File: config.mk
export PLATFORM = sky130hd
export DESIGN_NAME = spi_opmenu_seq
export DESIGN_NICKNAME = d
export VERILOG_FILES = /design/src/rtl/sos_pkg.sv /design/src/rtl/sos_byte_shifter.sv /design/src/rtl/sos_data_buf.sv /design/src/rtl/spi_opmenu_seq.sv
export SDC_FILE = /design/constraint.sdc
export NUM_CORES = 1
export LEC_CHECK = 0
export ABC_CLOCK_PERIOD_IN_PS = 5800
export BUFFER_PORTS_ARGS = -buffer_cell sky130_fd_sc_hd__buf_2
export CAP_MARGIN = 30
export CORE_ASPECT_RATIO = 2
export CORE_MARGIN = 4
export CORE_UTILIZATION = 40
export CTS_BUF_LIST = sky130_fd_sc_hd__clkbuf_8 sky130_fd_sc_hd__clkbuf_16
export DETAILED_ROUTE_END_ITERATION = 7
export GPL_TIMING_DRIVEN = 0
export MAX_ROUTING_LAYER = met4
export SLEW_MARGIN = 20
export SYNTH_ARGS = -nofsm -noshare
export SYNTH_HDL_FRONTEND = slang
export SYNTH_SLANG_ARGS = --single-unit
File: constraint.sdc
create_clock -name clk -period 5.8 [get_ports clk]
set_input_delay 0.87 -clock clk [delete_from_list [all_inputs] [get_ports clk]]
set_output_delay 0.87 -clock clk [all_outputs]
set_load 0.02 [all_outputs]
File: src/rtl/sos_pkg.sv
package sos_pkg;
  typedef enum logic [2:0] {
    S_IDLE = 3'd0,
    S_PFX  = 3'd1,
    S_GAP  = 3'd2,
    S_OPC  = 3'd3,
    S_ADR  = 3'd4,
    S_DAT  = 3'd5,
    S_END  = 3'd6
  } seq_state_t;

  localparam int CTL_GO   = 1;
  localparam int CTL_PFX  = 2;
  localparam int CTL_IDX  = 4;
  localparam int CTL_CNT  = 8;
  localparam int CTL_DEN  = 14;

  localparam int STS_BUSY = 0;
  localparam int STS_DONE = 2;
  localparam int STS_ERR  = 3;
  localparam int STS_LOCK = 15;

  localparam int ADR_BYTES = 3;
endpackage

File: src/rtl/sos_byte_shifter.sv
module sos_byte_shifter #(
  parameter int DIV_W = 8
) (
  input  logic             clk,
  input  logic             rst_n,
  input  logic [DIV_W-1:0] div,
  input  logic             start,
  input  logic [7:0]       tx_byte,
  input  logic             miso,
  output logic             sclk,
  output logic             mosi,
  output logic             busy,
  output logic             done,
  output logic [7:0]       rx_byte
);
  logic [DIV_W-1:0] cnt_q, cnt_d;
  logic [2:0]       bit_q, bit_d;
  logic [7:0]       sh_q, sh_d, rx_q, rx_d;
  logic             sclk_q, sclk_d, busy_q, busy_d, done_q, done_d;

  always_comb begin
    cnt_d  = cnt_q;
    bit_d  = bit_q;
    sh_d   = sh_q;
    rx_d   = rx_q;
    sclk_d = sclk_q;
    busy_d = busy_q;
    done_d = 1'b0;
    if (start && !busy_q) begin
      busy_d = 1'b1;
      sclk_d = 1'b0;
      cnt_d  = '0;
      bit_d  = '0;
      sh_d   = tx_byte;
    end else if (busy_q) begin
      if (cnt_q == div) begin
        cnt_d = '0;
        if (!sclk_q) begin
          sclk_d = 1'b1;
          rx_d   = {rx_q[6:0], miso};
        end else begin
          sclk_d = 1'b0;
          sh_d   = {sh_q[6:0], 1'b0};
          bit_d  = bit_q + 3'd1;
          if (bit_q == 3'd7) begin
            busy_d = 1'b0;
            done_d = 1'b1;
          end
        end
      end else begin
        cnt_d = cnt_q + 1'b1;
      end
    end
  end

  always_ff @(posedge clk or negedge rst_n) begin
    if (!rst_n) begin
      cnt_q  <= '0;
      bit_q  <= '0;
      sh_q   <= '0;
      rx_q   <= '0;
      sclk_q <= 1'b0;
      busy_q <= 1'b0;
      done_q <= 1'b0;
    end else begin
      cnt_q  <= cnt_d;
      bit_q  <= bit_d;
      sh_q   <= sh_d;
      rx_q   <= rx_d;
      sclk_q <= sclk_d;
      busy_q <= busy_d;
      done_q <= done_d;
    end
  end

  assign sclk    = sclk_q;
  assign mosi    = sh_q[7];
  assign busy    = busy_q;
  assign done    = done_q;
  assign rx_byte = rx_q;

  AST_SCLK_IDLE_LOW: assert property (@(posedge clk) disable iff (!rst_n)
    !busy_q |-> !sclk_q);
  AST_DONE_ENDS_BYTE: assert property (@(posedge clk) disable iff (!rst_n)
    done_q |-> !busy_q && !sclk_q);
endmodule

File: src/rtl/sos_data_buf.sv
module sos_data_buf #(
  parameter int WORDS = 16,
  localparam int WIDX_W = $clog2(WORDS),
  localparam int BIDX_W = $clog2(WORDS * 4)
) (
  input  logic              clk,
  input  logic              hw_we,
  input  logic [WIDX_W-1:0] hw_idx,
  input  logic [31:0]       hw_data,
  input  logic [WIDX_W-1:0] rd_idx,
  output logic [31:0]       rd_data,
  input  logic              eng_we,
  input  logic [BIDX_W-1:0] eng_bidx,
  input  logic [7:0]        eng_wbyte,
  output logic [7:0]        eng_rbyte
);
  logic [31:0] mem [WORDS];
  logic [31:0] eng_word;

  for (genvar w = 0; w < WORDS; w++) begin : g_word
    always_ff @(posedge clk) begin
      if (eng_we && (eng_bidx[BIDX_W-1:2] == WIDX_W'(w))) begin
        mem[w][{eng_bidx[1:0], 3'b000} +: 8] <= eng_wbyte;
      end else if (hw_we && (hw_idx == WIDX_W'(w))) begin
        mem[w] <= hw_data;
      end
    end
  end

  assign rd_data   = mem[rd_idx];
  assign eng_word  = mem[eng_bidx[BIDX_W-1:2]];
  assign eng_rbyte = eng_word[{eng_bidx[1:0], 3'b000} +: 8];
endmodule

File: src/rtl/spi_opmenu_seq.sv
module spi_opmenu_seq
  import sos_pkg::*;
#(
  parameter int MENU_N    = 8,
  parameter int BUF_WORDS = 16,
  parameter int DIV_W     = 8,
  localparam int IDX_W    = $clog2(MENU_N),
  localparam int WIDX_W   = $clog2(BUF_WORDS),
  localparam int CNT_W    = $clog2(BUF_WORDS * 4)
) (
  input  logic                  clk,
  input  logic                  rst_n,
  input  logic [DIV_W-1:0]      clk_div,
  input  logic                  menu_we,
  input  logic [MENU_N*8-1:0]   menu_wdata,
  input  logic                  type_we,
  input  logic [MENU_N*2-1:0]   type_wdata,
  input  logic                  pfx_we,
  input  logic [7:0]            pfx_wdata,
  input  logic                  addr_we,
  input  logic [31:0]           addr_wdata,
  input  logic                  buf_we,
  input  logic [WIDX_W-1:0]     buf_widx,
  input  logic [31:0]           buf_wdata,
  input  logic [WIDX_W-1:0]     buf_ridx,
  output logic [31:0]           buf_rdata,
  input  logic                  ctl_we,
  input  logic [15:0]           ctl_wdata,
  input  logic                  sts_we,
  input  logic [15:0]           sts_wdata,
  output logic [15:0]           sts,
  output logic                  spi_sclk,
  output logic                  spi_cs_n,
  output logic                  spi_mosi,
  input  logic                  spi_miso
);
  localparam logic [CNT_W-1:0] ADR_LAST = CNT_W'(ADR_BYTES - 1);

  seq_state_t          st_q, st_d;
  logic [MENU_N*8-1:0] menu_q;
  logic [MENU_N*2-1:0] types_q;
  logic [7:0]          pfx_q, tx_byte, op_byte, buf_byte, rx_byte;
  logic [23:0]         addr_q, adr_sh_q, adr_sh_d;
  logic [IDX_W-1:0]    idx_q, idx_d;
  logic [CNT_W-1:0]    cnt_q, cnt_d, bcnt_q, bcnt_d;
  logic [1:0]          typ;
  logic                den_q, den_d, cs_n_q, cs_n_d, launch_q, launch_d;
  logic                done_q, done_d, err_q, err_d, lock_q, lock_d;
  logic                go_req, busy, sh_done, sh_busy, eng_we;
  logic                unused_bits;

  assign unused_bits = ^{addr_wdata[31:24], ctl_wdata[15], ctl_wdata[7],
                         ctl_wdata[3], ctl_wdata[0], sts_wdata[14:4], sts_wdata[1:0]};

  assign go_req  = ctl_we && ctl_wdata[CTL_GO];
  assign busy    = (st_q != S_IDLE);
  assign typ     = types_q[{idx_q, 1'b0} +: 2];
  assign op_byte = menu_q[{idx_q, 3'b000} +: 8];

  // configuration registers, frozen by the lock
  always_ff @(posedge clk or negedge rst_n) begin
    if (!rst_n) begin
      menu_q  <= '0;
      types_q <= '0;
      pfx_q   <= '0;
      addr_q  <= '0;
    end else begin
      if (menu_we && !lock_q) menu_q  <= menu_wdata;
      if (type_we && !lock_q) types_q <= type_wdata;
      if (pfx_we && !lock_q)  pfx_q   <= pfx_wdata;
      if (addr_we)            addr_q  <= addr_wdata[23:0];
    end
  end

  // status flags
  always_comb begin
    done_d = done_q && !(sts_we && sts_wdata[STS_DONE]);
    err_d  = err_q && !(sts_we && sts_wdata[STS_ERR]);
    lock_d = lock_q || (sts_we && sts_wdata[STS_LOCK]);
    if (st_q == S_END)    done_d = 1'b1;
    if (go_req && busy)   err_d  = 1'b1;
  end

  // cycle sequencer
  always_comb begin
    st_d     = st_q;
    idx_d    = idx_q;
    cnt_d    = cnt_q;
    den_d    = den_q;
    bcnt_d   = bcnt_q;
    adr_sh_d = adr_sh_q;
    cs_n_d   = cs_n_q;
    launch_d = 1'b0;
    eng_we   = 1'b0;
    case (st_q)
      S_IDLE: if (go_req) begin
        idx_d    = ctl_wdata[CTL_IDX +: IDX_W];
        cnt_d    = ctl_wdata[CTL_CNT +: CNT_W];
        den_d    = ctl_wdata[CTL_DEN];
        adr_sh_d = addr_q;
        bcnt_d   = '0;
        cs_n_d   = 1'b0;
        launch_d = 1'b1;
        st_d     = ctl_wdata[CTL_PFX] ? S_PFX : S_OPC;
      end
      S_PFX: if (sh_done) begin
        cs_n_d = 1'b1;
        st_d   = S_GAP;
      end
      S_GAP: begin
        cs_n_d   = 1'b0;
        launch_d = 1'b1;
        st_d     = S_OPC;
      end
      S_OPC: if (sh_done) begin
        if (typ[1]) begin
          launch_d = 1'b1;
          st_d     = S_ADR;
        end else if (den_q) begin
          launch_d = 1'b1;
          st_d     = S_DAT;
        end else begin
          cs_n_d = 1'b1;
          st_d   = S_END;
        end
      end
      S_ADR: if (sh_done) begin
        adr_sh_d = {adr_sh_q[15:0], 8'h00};
        if (bcnt_q == ADR_LAST) begin
          bcnt_d = '0;
          if (den_q) begin
            launch_d = 1'b1;
            st_d     = S_DAT;
          end else begin
            cs_n_d = 1'b1;
            st_d   = S_END;
          end
        end else begin
          bcnt_d   = bcnt_q + 1'b1;
          launch_d = 1'b1;
        end
      end
      S_DAT: if (sh_done) begin
        eng_we = !typ[0];
        if (bcnt_q == cnt_q) begin
          cs_n_d = 1'b1;
          st_d   = S_END;
        end else begin
          bcnt_d   = bcnt_q + 1'b1;
          launch_d = 1'b1;
        end
      end
      default: st_d = S_IDLE;
    endcase
  end

  always_comb begin
    case (st_q)
      S_PFX:   tx_byte = pfx_q;
      S_OPC:   tx_byte = op_byte;
      S_ADR:   tx_byte = adr_sh_q[23:16];
      S_DAT:   tx_byte = typ[0] ? buf_byte : 8'h00;
      default: tx_byte = 8'h00;
    endcase
  end

  always_ff @(posedge clk or negedge rst_n) begin
    if (!rst_n) begin
      st_q     <= S_IDLE;
      idx_q    <= '0;
      cnt_q    <= '0;
      den_q    <= 1'b0;
      bcnt_q   <= '0;
      adr_sh_q <= '0;
      cs_n_q   <= 1'b1;
      launch_q <= 1'b0;
      done_q   <= 1'b0;
      err_q    <= 1'b0;
      lock_q   <= 1'b0;
    end else begin
      st_q     <= st_d;
      idx_q    <= idx_d;
      cnt_q    <= cnt_d;
      den_q    <= den_d;
      bcnt_q   <= bcnt_d;
      adr_sh_q <= adr_sh_d;
      cs_n_q   <= cs_n_d;
      launch_q <= launch_d;
      done_q   <= done_d;
      err_q    <= err_d;
      lock_q   <= lock_d;
    end
  end

  sos_byte_shifter #(.DIV_W(DIV_W)) u_shift (
    .clk     (clk),
    .rst_n   (rst_n),
    .div     (clk_div),
    .start   (launch_q),
    .tx_byte (tx_byte),
    .miso    (spi_miso),
    .sclk    (spi_sclk),
    .mosi    (spi_mosi),
    .busy    (sh_busy),
    .done    (sh_done),
    .rx_byte (rx_byte)
  );

  sos_data_buf #(.WORDS(BUF_WORDS)) u_buf (
    .clk       (clk),
    .hw_we     (buf_we),
    .hw_idx    (buf_widx),
    .hw_data   (buf_wdata),
    .rd_idx    (buf_ridx),
    .rd_data   (buf_rdata),
    .eng_we    (eng_we),
    .eng_bidx  (bcnt_q),
    .eng_wbyte (rx_byte),
    .eng_rbyte (buf_byte)
  );

  assign spi_cs_n = cs_n_q;
  assign sts = {lock_q, 11'd0, err_q, done_q, 1'b0, busy};

  AST_CS_HIGH_IDLE: assert property (@(posedge clk) disable iff (!rst_n)
    (st_q == S_IDLE) |-> cs_n_q);
  AST_START_WHILE_BUSY: assert property (@(posedge clk) disable iff (!rst_n)
    (ctl_we && ctl_wdata[CTL_GO] && busy) |=> err_q);
  AST_LOCK_STICKY: assert property (@(posedge clk) disable iff (!rst_n)
    lock_q |=> lock_q);
  AST_LOCKED_MENU: assert property (@(posedge clk) disable iff (!rst_n)
    (lock_q && (menu_we || type_we || pfx_we)) |=> $stable(menu_q) && $stable(types_q) && $stable(pfx_q));
  AST_DONE_AFTER_CS: assert property (@(posedge clk) disable iff (!rst_n)
    $rose(done_q) |-> cs_n_q && !busy);
  AST_LAUNCH_FREE: assert property (@(posedge clk) disable iff (!rst_n)
    launch_q |-> !sh_busy && !cs_n_q);
endmodule

# Word-level counts from Yosys, hierarchy flattened
# Memories as Yosys holds them, arrays and structs flattened.
# Index checks and enable logic that the tools add are counted.
dict set report op_classes {
  addsub 4
  eq_ne 49
  shift 5
  n_mux 662
  bitwise_logic 514
  n_reduce_logical 67
}
# operator n
set op_table {}
lappend op_table {{two-way mux 1 bit} 611}
lappend op_table {{two-way mux 32 bit} 16}
lappend op_table {{OR 1 bit} 512}
lappend op_table {{== test 4 bit (second input constant)} 16}
lappend op_table {{two-way mux 8 bit} 8}
lappend op_table {{variable part select 64 x 7 -> 8 bit} 1}
lappend op_table {{two-way mux 24 bit} 2}
lappend op_table {{one-hot mux 24 bit (2 select lines)} 1}
lappend op_table {{logical AND 1 bit} 43}
lappend op_table {{two-way mux 3 bit} 11}
lappend op_table {{== test 4 x 3 -> 1 bit (second input constant)} 8}
lappend op_table {{one-hot mux 8 bit (4 select lines)} 1}
lappend op_table {{variable shift 8 x 7 -> 32 bit (first input constant)} 1}
lappend op_table {{variable part select 32 x 6 -> 8 bit} 1}
lappend op_table {{variable part select 8 x 7 -> 32 bit} 1}
lappend op_table {{two-way mux 6 bit} 5}
lappend op_table {{one-hot mux 3 bit (6 select lines)} 1}
lappend op_table {{one-hot mux 6 bit (3 select lines)} 1}
lappend op_table {{== test 4 x 2 -> 1 bit (second input constant)} 4}
lappend op_table {{variable part select 16 x 5 -> 2 bit} 1}
lappend op_table {{== test 3 bit (second input constant)} 4}
lappend op_table {{inequality test 2 bit (second input constant)} 5}
lappend op_table {{AND reduction 9 bit} 1}
lappend op_table {{adder 8 x 1 -> 8 bit (second input constant)} 1}
lappend op_table {{other kinds (26)} 45}
dict set report totals {
  regBits 190
  mem_bits_rw 512
  inputBits 210
  output_inout_bits 51
  memories 1
}
# name words width read_ports rd_ports_with_merged_regs write_ports line
set memory_table {}
lappend memory_table {u_buf.mem 16 32 2 0 16 sos_data_buf.sv:17} ;# logic [31:0] mem [WORDS];

# Longest topological paths before layout
# Gate-level depths: netlist (run 1).
dict set report logic_depth {
  depth_word 8
  ltp_mapped 11
  depth_no_buf 8
}

# By module
# A second synthesis (run 1) with hierarchy kept.
dict set report unflattened {
  hier_cells 2976
  area_unflattened_um2 39223.9
}
# module instances cells_per_inst area_per_inst_um2
set modules_own_cells {}
lappend modules_own_cells {sos_data_buf 1 2286 30397.9}
lappend modules_own_cells {spi_opmenu_seq 1 558 7385.8}
lappend modules_own_cells {sos_byte_shifter 1 132 1440.1}

# Worst setup path after synthesis (run 1)
# No wires, ideal clock.
dict set report synth_path {
  path_kind {input-to-output}
  startpoint {input buf_ridx[0]}
  endpoint {output buf_rdata[11]}
  arrival_ns 3.011
  required_ns 4.930
  slack_ns 1.919
  path_stages 4
  path_buffers 2
  cell_sequence {clkbuf_1 -> buf_1 -> mux4_2 -> mux4_2}
}
dict set report synth_via {
  elab_chain_cells 1
}
# element line
set synth_rtl {}
lappend synth_rtl {{from (decl)} spi_opmenu_seq.sv:25} ;# input logic [WIDX_W-1:0] buf_ridx,
lappend synth_rtl {{memory read (16 x 32 bit)} n/a}
lappend synth_rtl {{to (decl)} spi_opmenu_seq.sv:26} ;# output logic [31:0] buf_rdata,
# Every way passes these cells.

# Final worst setup path (run 1)
dict set report layout_path {
  startpoint {register bcnt_q[2]}
  endpoint {register u_shift.sh_q[3]}
}
dict set report layout_via {
  elab_chain_cells 5
}
# element line
set layout_rtl {}
lappend layout_rtl {{from (decl)} spi_opmenu_seq.sv:45} ;# logic [CNT_W-1:0] cnt_q, cnt_d, bcnt_q, bcnt_d;
lappend layout_rtl {{from (signal assigned)} spi_opmenu_seq.sv:185} ;# bcnt_q <= bcnt_d;
lappend layout_rtl {{memory read (16 x 32 bit)} n/a}
lappend layout_rtl {{variable part select 32 x 6 -> 8 bit} sos_data_buf.sv:32} ;# assign eng_rbyte = eng_word[{eng_bidx[1:0], 3'b000} +: 8];
lappend layout_rtl {{two-way mux 8 bit} spi_opmenu_seq.sv:162} ;# S_DAT: tx_byte = typ[0] ? buf_byte : 8'h00;
lappend layout_rtl {{one-hot mux 8 bit (4 select lines)} spi_opmenu_seq.sv:158} ;# case (st_q)
lappend layout_rtl {{two-way mux 8 bit} sos_byte_shifter.sv:29} ;# if (start && !busy_q) begin
lappend layout_rtl {{to (signal assigned)} sos_byte_shifter.sv:60} ;# sh_q <= '0;
lappend layout_rtl {{to (signal assigned)} sos_byte_shifter.sv:68} ;# sh_q <= sh_d;
lappend layout_rtl {{to (decl)} sos_byte_shifter.sv:18} ;# logic [7:0] sh_q, sh_d, rx_q, rx_d;
# Every way passes these cells.
# A chain may end at the register's enable or synchronous reset.

==> impl_metrics.csv, run 1 <==
group,metric,value,unit
sta,hold_ws,0.04959,ns
route,drtIter0Drc,4498,
synth,synth.distinct_cells,69,
placement,place.port_buffers,187,
cells_and_area,fin_nets,3668,
global_route,grt_max_degree,90,
pwr,p_per_area,267.2,mW/mm^2
placement,dp_hpwl,142.8,mm
floorplan,start_util,40.31,%
pwr,power,11.79,mW
floorplan,die_area,0.1013,mm^2
placement,dp.cells,4591,
global_route,grt_antenna_before_repair,16,
critical_path,cp_slowest_cell,"buf_2",
critical_path,cp.required,6.36,ns
placement,placed_area,0.04178,mm^2
sta,drv_slew,0,
synth,synth_top_area_share,40.03,%
floorplan,core_area,0.09529,mm^2
cells_and_area,utilization,46.32,%
synth,avgSynthCellArea,12.29,um^2
flow_run,maxCapViolations,0,
critical_path,r2r_setup_slack,0.77,ns
synth,synth_seq_cells,702,
clock_network,cts_max_level,3,
synth,ys_warn_count,0,
cells_and_area,area_growth_syn_to_layout,14.92,%
global_route,grt_remaining_overflow,0,
pwr,leakage,15.86,nW
critical_path,reg2reg_from,"bcnt_q[2]$_DFFE_PN0P_",
synth,synth_commonest_cells,"615 x nand2_1, 512 x edfxtp_1, 382 x o21ai_0",
route,vias,31600,
placement,dp_slack,0.9908,ns
route,vias_per_cell,6.665,
clock_network,post-cts-setup-buffers,0,
route,route.detailed.drc,0,
clock_network,path_clk_slew,0.07,ns
critical_path,worst_path_most_repeated_cell,"buf_2",
cells_and_area,final_cell_area,0.04414,mm^2
clock_network,cts_resized,0,
synth,async_flop_share,27.07,%
critical_path,worstPathCellList,"buf_2, buf_2, buf_2, buf_4, buf_2, mux2i_1, o221ai_1, a211oi_2, a21oi_1, a31oi_1, a21oi_1",
cells_and_area,final_layout_size_suffix_gt1_share,28.27,%
route,wl_per_cell,40.96,um
sta,finalSetupViolCount,0,
cells_and_area,nFillCells,8693,
synth,synth_largest_area_cell,"edfxtp_1",
clock_network,cts.sinks,702,
placement,gp_congestion,1.069,
critical_path,cp.arrival,5.59,ns
critical_path,cp-start-kind,"register",
floorplan,io_pins,261,
sta,finalCriticalPeriod,5.030,ns
sta,fin_setup_tns,0,ns
critical_path,path_class,"reg -> reg",
synth,synth.most_common_cell,"nand2_1",
sta,slew_headroom,17.17,%
global_route,track_usage,39.03,%
synth,seq_area_frac_synth,52.41,%
clock_network,cts_tree,"yes",
clock_network,numCtsBuffers,68,
critical_path,reg2regPathDepth,11,
route,drtPass1Iterations,6,
critical_path,end_kind,"register",
clock_network,clk_latency,0.70,ns
sta,rsz0062_at_grt,"false",
global_route,grt_pass1_wl,259.1,mm
global_route,first_global_vias,31840,
route,routed_wl,194.2,mm
synth,synth_area_leaders,"edfxtp_1 40%, mux4_2 17%, dfrtp_1 12%",
sta,period_share,86.72,%
synth,ys.flop_type,"edfxtp_1",
pwr,irDropWorstVdd,210.7,uV
min_path,hold_path_class,"in -> async",
cells_and_area,finalNonFillerCells,4742,
sta,max_freq,198.8,MHz
critical_path,cp_max_fo,10,
critical_path,cp_slowest_stage_delay,0.87,ns
clock_network,cts_buffer_depth,3,
outcome,status,"finished, final reports clean",
synth,syn-cell-area,0.03841,mm^2
floorplan,rows,160,
critical_path,reg2reg_to,"u_shift.sh_q[3]$_DFFE_PN0P_",
clock_network,holdBufCountCts,0,
synth,netlist_instances,3124,
clock_network,cts-root-buf,"clkbuf_16",
sta,fin_ws,0.7704,ns
synth,synth_edf_count,512,
route,ant_nets,0,
sta,worst_pin_slew,1.243,ns
sta,skew,0.04055,ns
floorplan,die_w,227.1,um
sta,finalHoldViolCount,0,
floorplan,die_y,446.2,um
## registers in the layout (all words and copies together) (netlist names), 3 cells and up
register and count:
pfx_q 8, u_shift.bit_q 3, bcnt_q 6, menu_q 64, u_shift.rx_byte 8, u_buf.mem 512
adr_sh_q 24, u_shift.cnt_q 8, addr_q 24, u_shift.sh_q 8, st_q 3, cnt_q 6
types_q 16, idx_q 3
## worst max-delay path: cells and delay by family, from the launching register on
family / cells / cell delay, ns
DFF: 1 / 0.33
AOI/OAI and AO/OA: 5 / 1.39
muxes: 1 / 0.26
buffers and inverters: 5 / 2.89
## routing by layer
metal / part of all wire, % / wire length [um] / vias up / GRT usage [%]
li1: - / - / 12500 / -
met1: 30 / 57360 / 15570 / 38.03
met2: 47 / 91320 / 2494 / 61.09
met3: 9.7 / 18780 / 1042 / 9.481
met4: 14 / 26780 / 0 / 39.88
met5: 0 / 0 / - / -
## cell families (layout without fill, tap and decap cells)
kind of cell / count (synthesis) / in the layout / share of synthesized area [%]
AO/OA/AOI/OAI: 783 / 783 / 11.73
AND/OR/NAND/NOR: 731 / 731 / 7.851
flip-flops: 702 / 702 / 52.41
multiplexers: 508 / 508 / 23.31
buffers and inverters: 374 / 741 / 4.036
XOR/XNOR: 17 / 17 / 0.3877
adder cells (fa/ha/maj): 8 / 8 / 0.2606
other: 1 / 37 / 0.009763
## area by class of cell
class | instances | area (um^2) | area share (%)
antenna | 25 | 62.56 | 0.1417
buffer | 363 | 1551 | 3.515
clock buffer | 76 | 1868 | 4.232
clock inverter | 46 | 382.9 | 0.8674
inverter | 11 | 41.29 | 0.09355
multi-input combinational | 2059 | 16940 | 38.38
sequential | 702 | 20130 | 45.61
tap | 1215 | 1520 | 3.444
timing repair buffer | 245 | 1640 | 3.716
## where the power goes
part	total (mW)	switching, mW	internal, mW
logic	1.25	0.724	0.531
clock network	4.74	2.19	2.56
registers	5.80	0.182	5.61
total	11.8	3.09	8.70
## cell usage in the layout, fill, tap and decap left out, types with 14 or more instances in the layout
cell / n
a31o_2: 32
buf_1: 67
edfxtp_1: 512
clkbuf_2: 19
mux4_2: 294
mux2_2: 152
nand2_1: 615
a22oi_1: 26
nand3_1: 17
buf_8: 14
a21oi_1: 19
clkbuf_1: 187
buf_4: 25
dfrtp_1: 189
a211oi_1: 15
diode_2: 25
o21ai_1: 188
clkbuf_16: 73
inv_1: 19
buf_2: 259
o21bai_2: 27
mux2i_1: 62
o21ai_0: 378
buf_6: 35
nor2_1: 24
## how the worst max path moves through the flow
stage / from / to / slack (ns)
finish: bcnt_q[2]$_DFFE_PN0P_ / u_shift.sh_q[3]$_DFFE_PN0P_ / 0.77
global route: bcnt_q[2]$_DFFE_PN0P_ / u_shift.sh_q[3]$_DFFE_PN0P_ / 0.86
CTS: bcnt_q[2]$_DFFE_PN0P_ / u_shift.sh_q[3]$_DFFE_PN0P_ / 1.0
detailed placement: bcnt_q[2]$_DFFE_PN0P_ / u_shift.sh_q[3]$_DFFE_PN0P_ / 0.99
global placement: bcnt_q[5]$_DFFE_PN0P_ / u_buf.mem[13][14]$_DFFE_PP_ / 0.17
floorplan: buf_ridx[0] / buf_rdata[11] / 1.92
(Power assumes the default switching activity.)
==> run 2, diff against run 1 <==
--- a/config.mk
+++ b/config.mk
@@ -10,11 +10,12 @@
 export CAP_MARGIN = 30
 export CORE_ASPECT_RATIO = 2
 export CORE_MARGIN = 4
-export CORE_UTILIZATION = 40
+export CORE_UTILIZATION = 30
 export CTS_BUF_LIST = sky130_fd_sc_hd__clkbuf_8 sky130_fd_sc_hd__clkbuf_16
 export DETAILED_ROUTE_END_ITERATION = 7
 export GPL_TIMING_DRIVEN = 0
 export MAX_ROUTING_LAYER = met4
+export REMOVE_ABC_BUFFERS = 1
 export SLEW_MARGIN = 20
 export SYNTH_ARGS = -nofsm -noshare
 export SYNTH_HDL_FRONTEND = slang
==> impl_metrics.csv, run 2 (same netlist as run 1, synthesis figures left out) <==
group,metric,value,unit
sta,rsz0062_at_grt,"false",
cells_and_area,final_cell_mix,"615 x nand2_1, 512 x edfxtp_1, 378 x o21ai_0",
route,highest_layer,"met4",
sta,max_freq,239.0,MHz
critical_path,reg2reg_to,"u_buf.mem[2][28]$_DFFE_PP_",
cells_and_area,nFillCells,12090,
route,vias_per_cell,5.555,
sta,finalHoldViolCount,0,
cells_and_area,final_cell_area,0.04474,mm^2
route,drtPass1Iterations,6,
placement,dp_slack,1.680,ns
pwr,leakage,16.01,nW
sta,slew_headroom,29.43,%
route,ant_nets,0,
critical_path,cp.required,6.15,ns
cells_and_area,final_common_cell,"nand2_1",
placement,gp_congestion,0.8399,
critical_path,reg2regPathDepth,8,
critical_path,cp.arrival,4.53,ns
floorplan,die_area,0.1342,mm^2
global_route,grt_pass1_wl,188.9,mm
cells_and_area,largest_register_ffs,512,
cells_and_area,final_layout_size_suffix_gt1_share,31.63,%
clock_network,cts_resized,0,
cells_and_area,area_growth_syn_to_layout,16.49,%
global_route,first_global_vias,27840,
clock_network,holdBufCountCts,0,
pwr,irDropWorstVdd,168.7,uV
floorplan,start_util,30.22,%
placement,placed_area,0.04237,mm^2
pwr,p_per_area,259.6,mW/mm^2
pwr,p_sw,2.880,mW
pwr,p_sw_share,24.80,%
pwr,p_seq_share,49.8,%
route,met3_length,10.81,mm
sta,period_share,72.13,%
critical_path,r2r_setup_slack,1.62,ns
clock_network,cts-root-buf,"clkbuf_16",
sta,finalCriticalPeriod,4.184,ns
sta,fin_setup_tns,0,ns
sta,skew,0.03052,ns
clock_network,cts.sinks,702,
clock_network,post-cts-setup-buffers,0,
floorplan,die_y,514.0,um
sta,drv_slew,0,
clock_network,cts_tree,"yes",
route,routed_wl,132.6,mm
critical_path,reg2reg_from,"idx_q[1]$_DFFE_PN0P_",
global_route,track_usage,19.83,%
route,wl_met1,43.72,mm
global_route,grt_max_degree,89,
clock_network,cts_max_level,3,
pwr,combPwrFrac,9.7,%
sta,hold_ws,0.07848,ns
cells_and_area,reg_top3,"u_buf.mem (512), menu_q (64)",
critical_path,path_class,"reg -> reg",
flow_run,maxCapViolations,0,
route,drtIter0Drc,2968,
pwr,clockPowerShare,40.5,%
critical_path,cp_max_fo,23,
critical_path,cp-start-kind,"register",
sta,finalSetupViolCount,0,
clock_network,clk_latency,0.66,ns
global_route,grt_remaining_overflow,0,
cells_and_area,fin_nets,3427,
placement,dp_hpwl,94.95,mm
floorplan,die_w,261.0,um
floorplan,io_pins,261,
route,vias,27600,
placement,place.port_buffers,223,
route,wl_met2,67.06,mm
pwr,p_int,8.734,mW
clock_network,path_clk_slew,0.06,ns
clock_network,cts_buffer_depth,3,
global_route,grt_antenna_before_repair,22,
critical_path,end_kind,"register",
clock_network,numCtsBuffers,67,
outcome,status,"finished, final reports clean",
route,wl_per_cell,26.70,um
floorplan,rows,185,
sta,worst_pin_slew,1.029,ns
cells_and_area,regMostFlops,"u_buf.mem",
min_path,hold_path_class,"in -> async",
pwr,power,11.61,mW
floorplan,core_area,0.1271,mm^2
sta,fin_ws,1.616,ns
route,route.detailed.drc,0,
run 2: changes by cell type in the layout (fill, tap and decap cells not counted), moves of 7 or more:
cell,previous run,this run
buf_16,2,18
buf_4,25,15
a211oi_4,1,12
clkbuf_1,187,0
dfrtp_1,189,182
buf_8,14,24
a211oi_1,15,5
buf_1,67,0
clkbuf_2,19,0
buf_6,35,53
run 2: stage by stage:
stage	std cells	utilization (%)
2_1_floorplan	2772	-
3_3_place_gp	4678	31.61
3_5_place_dp	4822	33.34
4_1_cts	4945	35.15
5_1_grt	4967	35.21
6_report	4968	35.21
run 2: routing by layer:
layer,GRT usage [%],up-vias
met2,34.04,1457
met1,20.24,13720
met3,4.058,413
met5,-,-
li1,-,12010
met4,13.46,0
run 2: critical path: stages, from the launching register on:
cell and delay [ns]:
dfrtp_2 0.80, mux4_2 0.59, mux2_2 0.42, nor4b_4 0.82, buf_6 0.27, a211oi_4 0.18
buf_8 0.21, buf_8 0.15, a31o_2 0.39
run 2: power groups by stage:
stage	combinational, mW	sequential, mW	clock, mW
2_1_floorplan	0.636	5.83	0
3_3_place_gp	1.11	5.88	0
3_5_place_dp	1.14	5.89	0
4_1_cts	1.14	5.78	4.77
5_1_grt	1.23	5.81	4.93
6_report	1.13	5.78	4.70
run 2: area by class of cell:
cell class	instances	area [um^2]	share of cell area (%)
Antenna cell	22	55.05	0.1230
Clock buffer	75	1809	4.044
Clock inverter	48	489.2	1.093
Inverter	11	41.29	0.09228
Multi-Input combinational cell	2059	17160	38.36
Sequential cell	702	20150	45.03
Tap cell	1683	2106	4.707
Timing Repair Buffer	368	2932	6.552
run 2: worst max-delay path by stage:
stage | from | to | depth (start not counted)
after global routing | idx_q[1]$_DFFE_PN0P_ | u_buf.mem[1][15]$_DFFE_PP_ | 5
after detailed placement | idx_q[1]$_DFFE_PN0P_ | u_buf.mem[2][25]$_DFFE_PP_ | 8
final | idx_q[1]$_DFFE_PN0P_ | u_buf.mem[2][28]$_DFFE_PP_ | 8
after global placement | bcnt_q[2]$_DFFE_PN0P_ | u_buf.mem[0][17]$_DFFE_PP_ | 3
after floorplan | bcnt_q[2]$_DFFE_PN0P_ | u_buf.mem[4][0]$_DFFE_PP_ | 3
after CTS | idx_q[1]$_DFFE_PN0P_ | u_buf.mem[2][28]$_DFFE_PP_ | 8
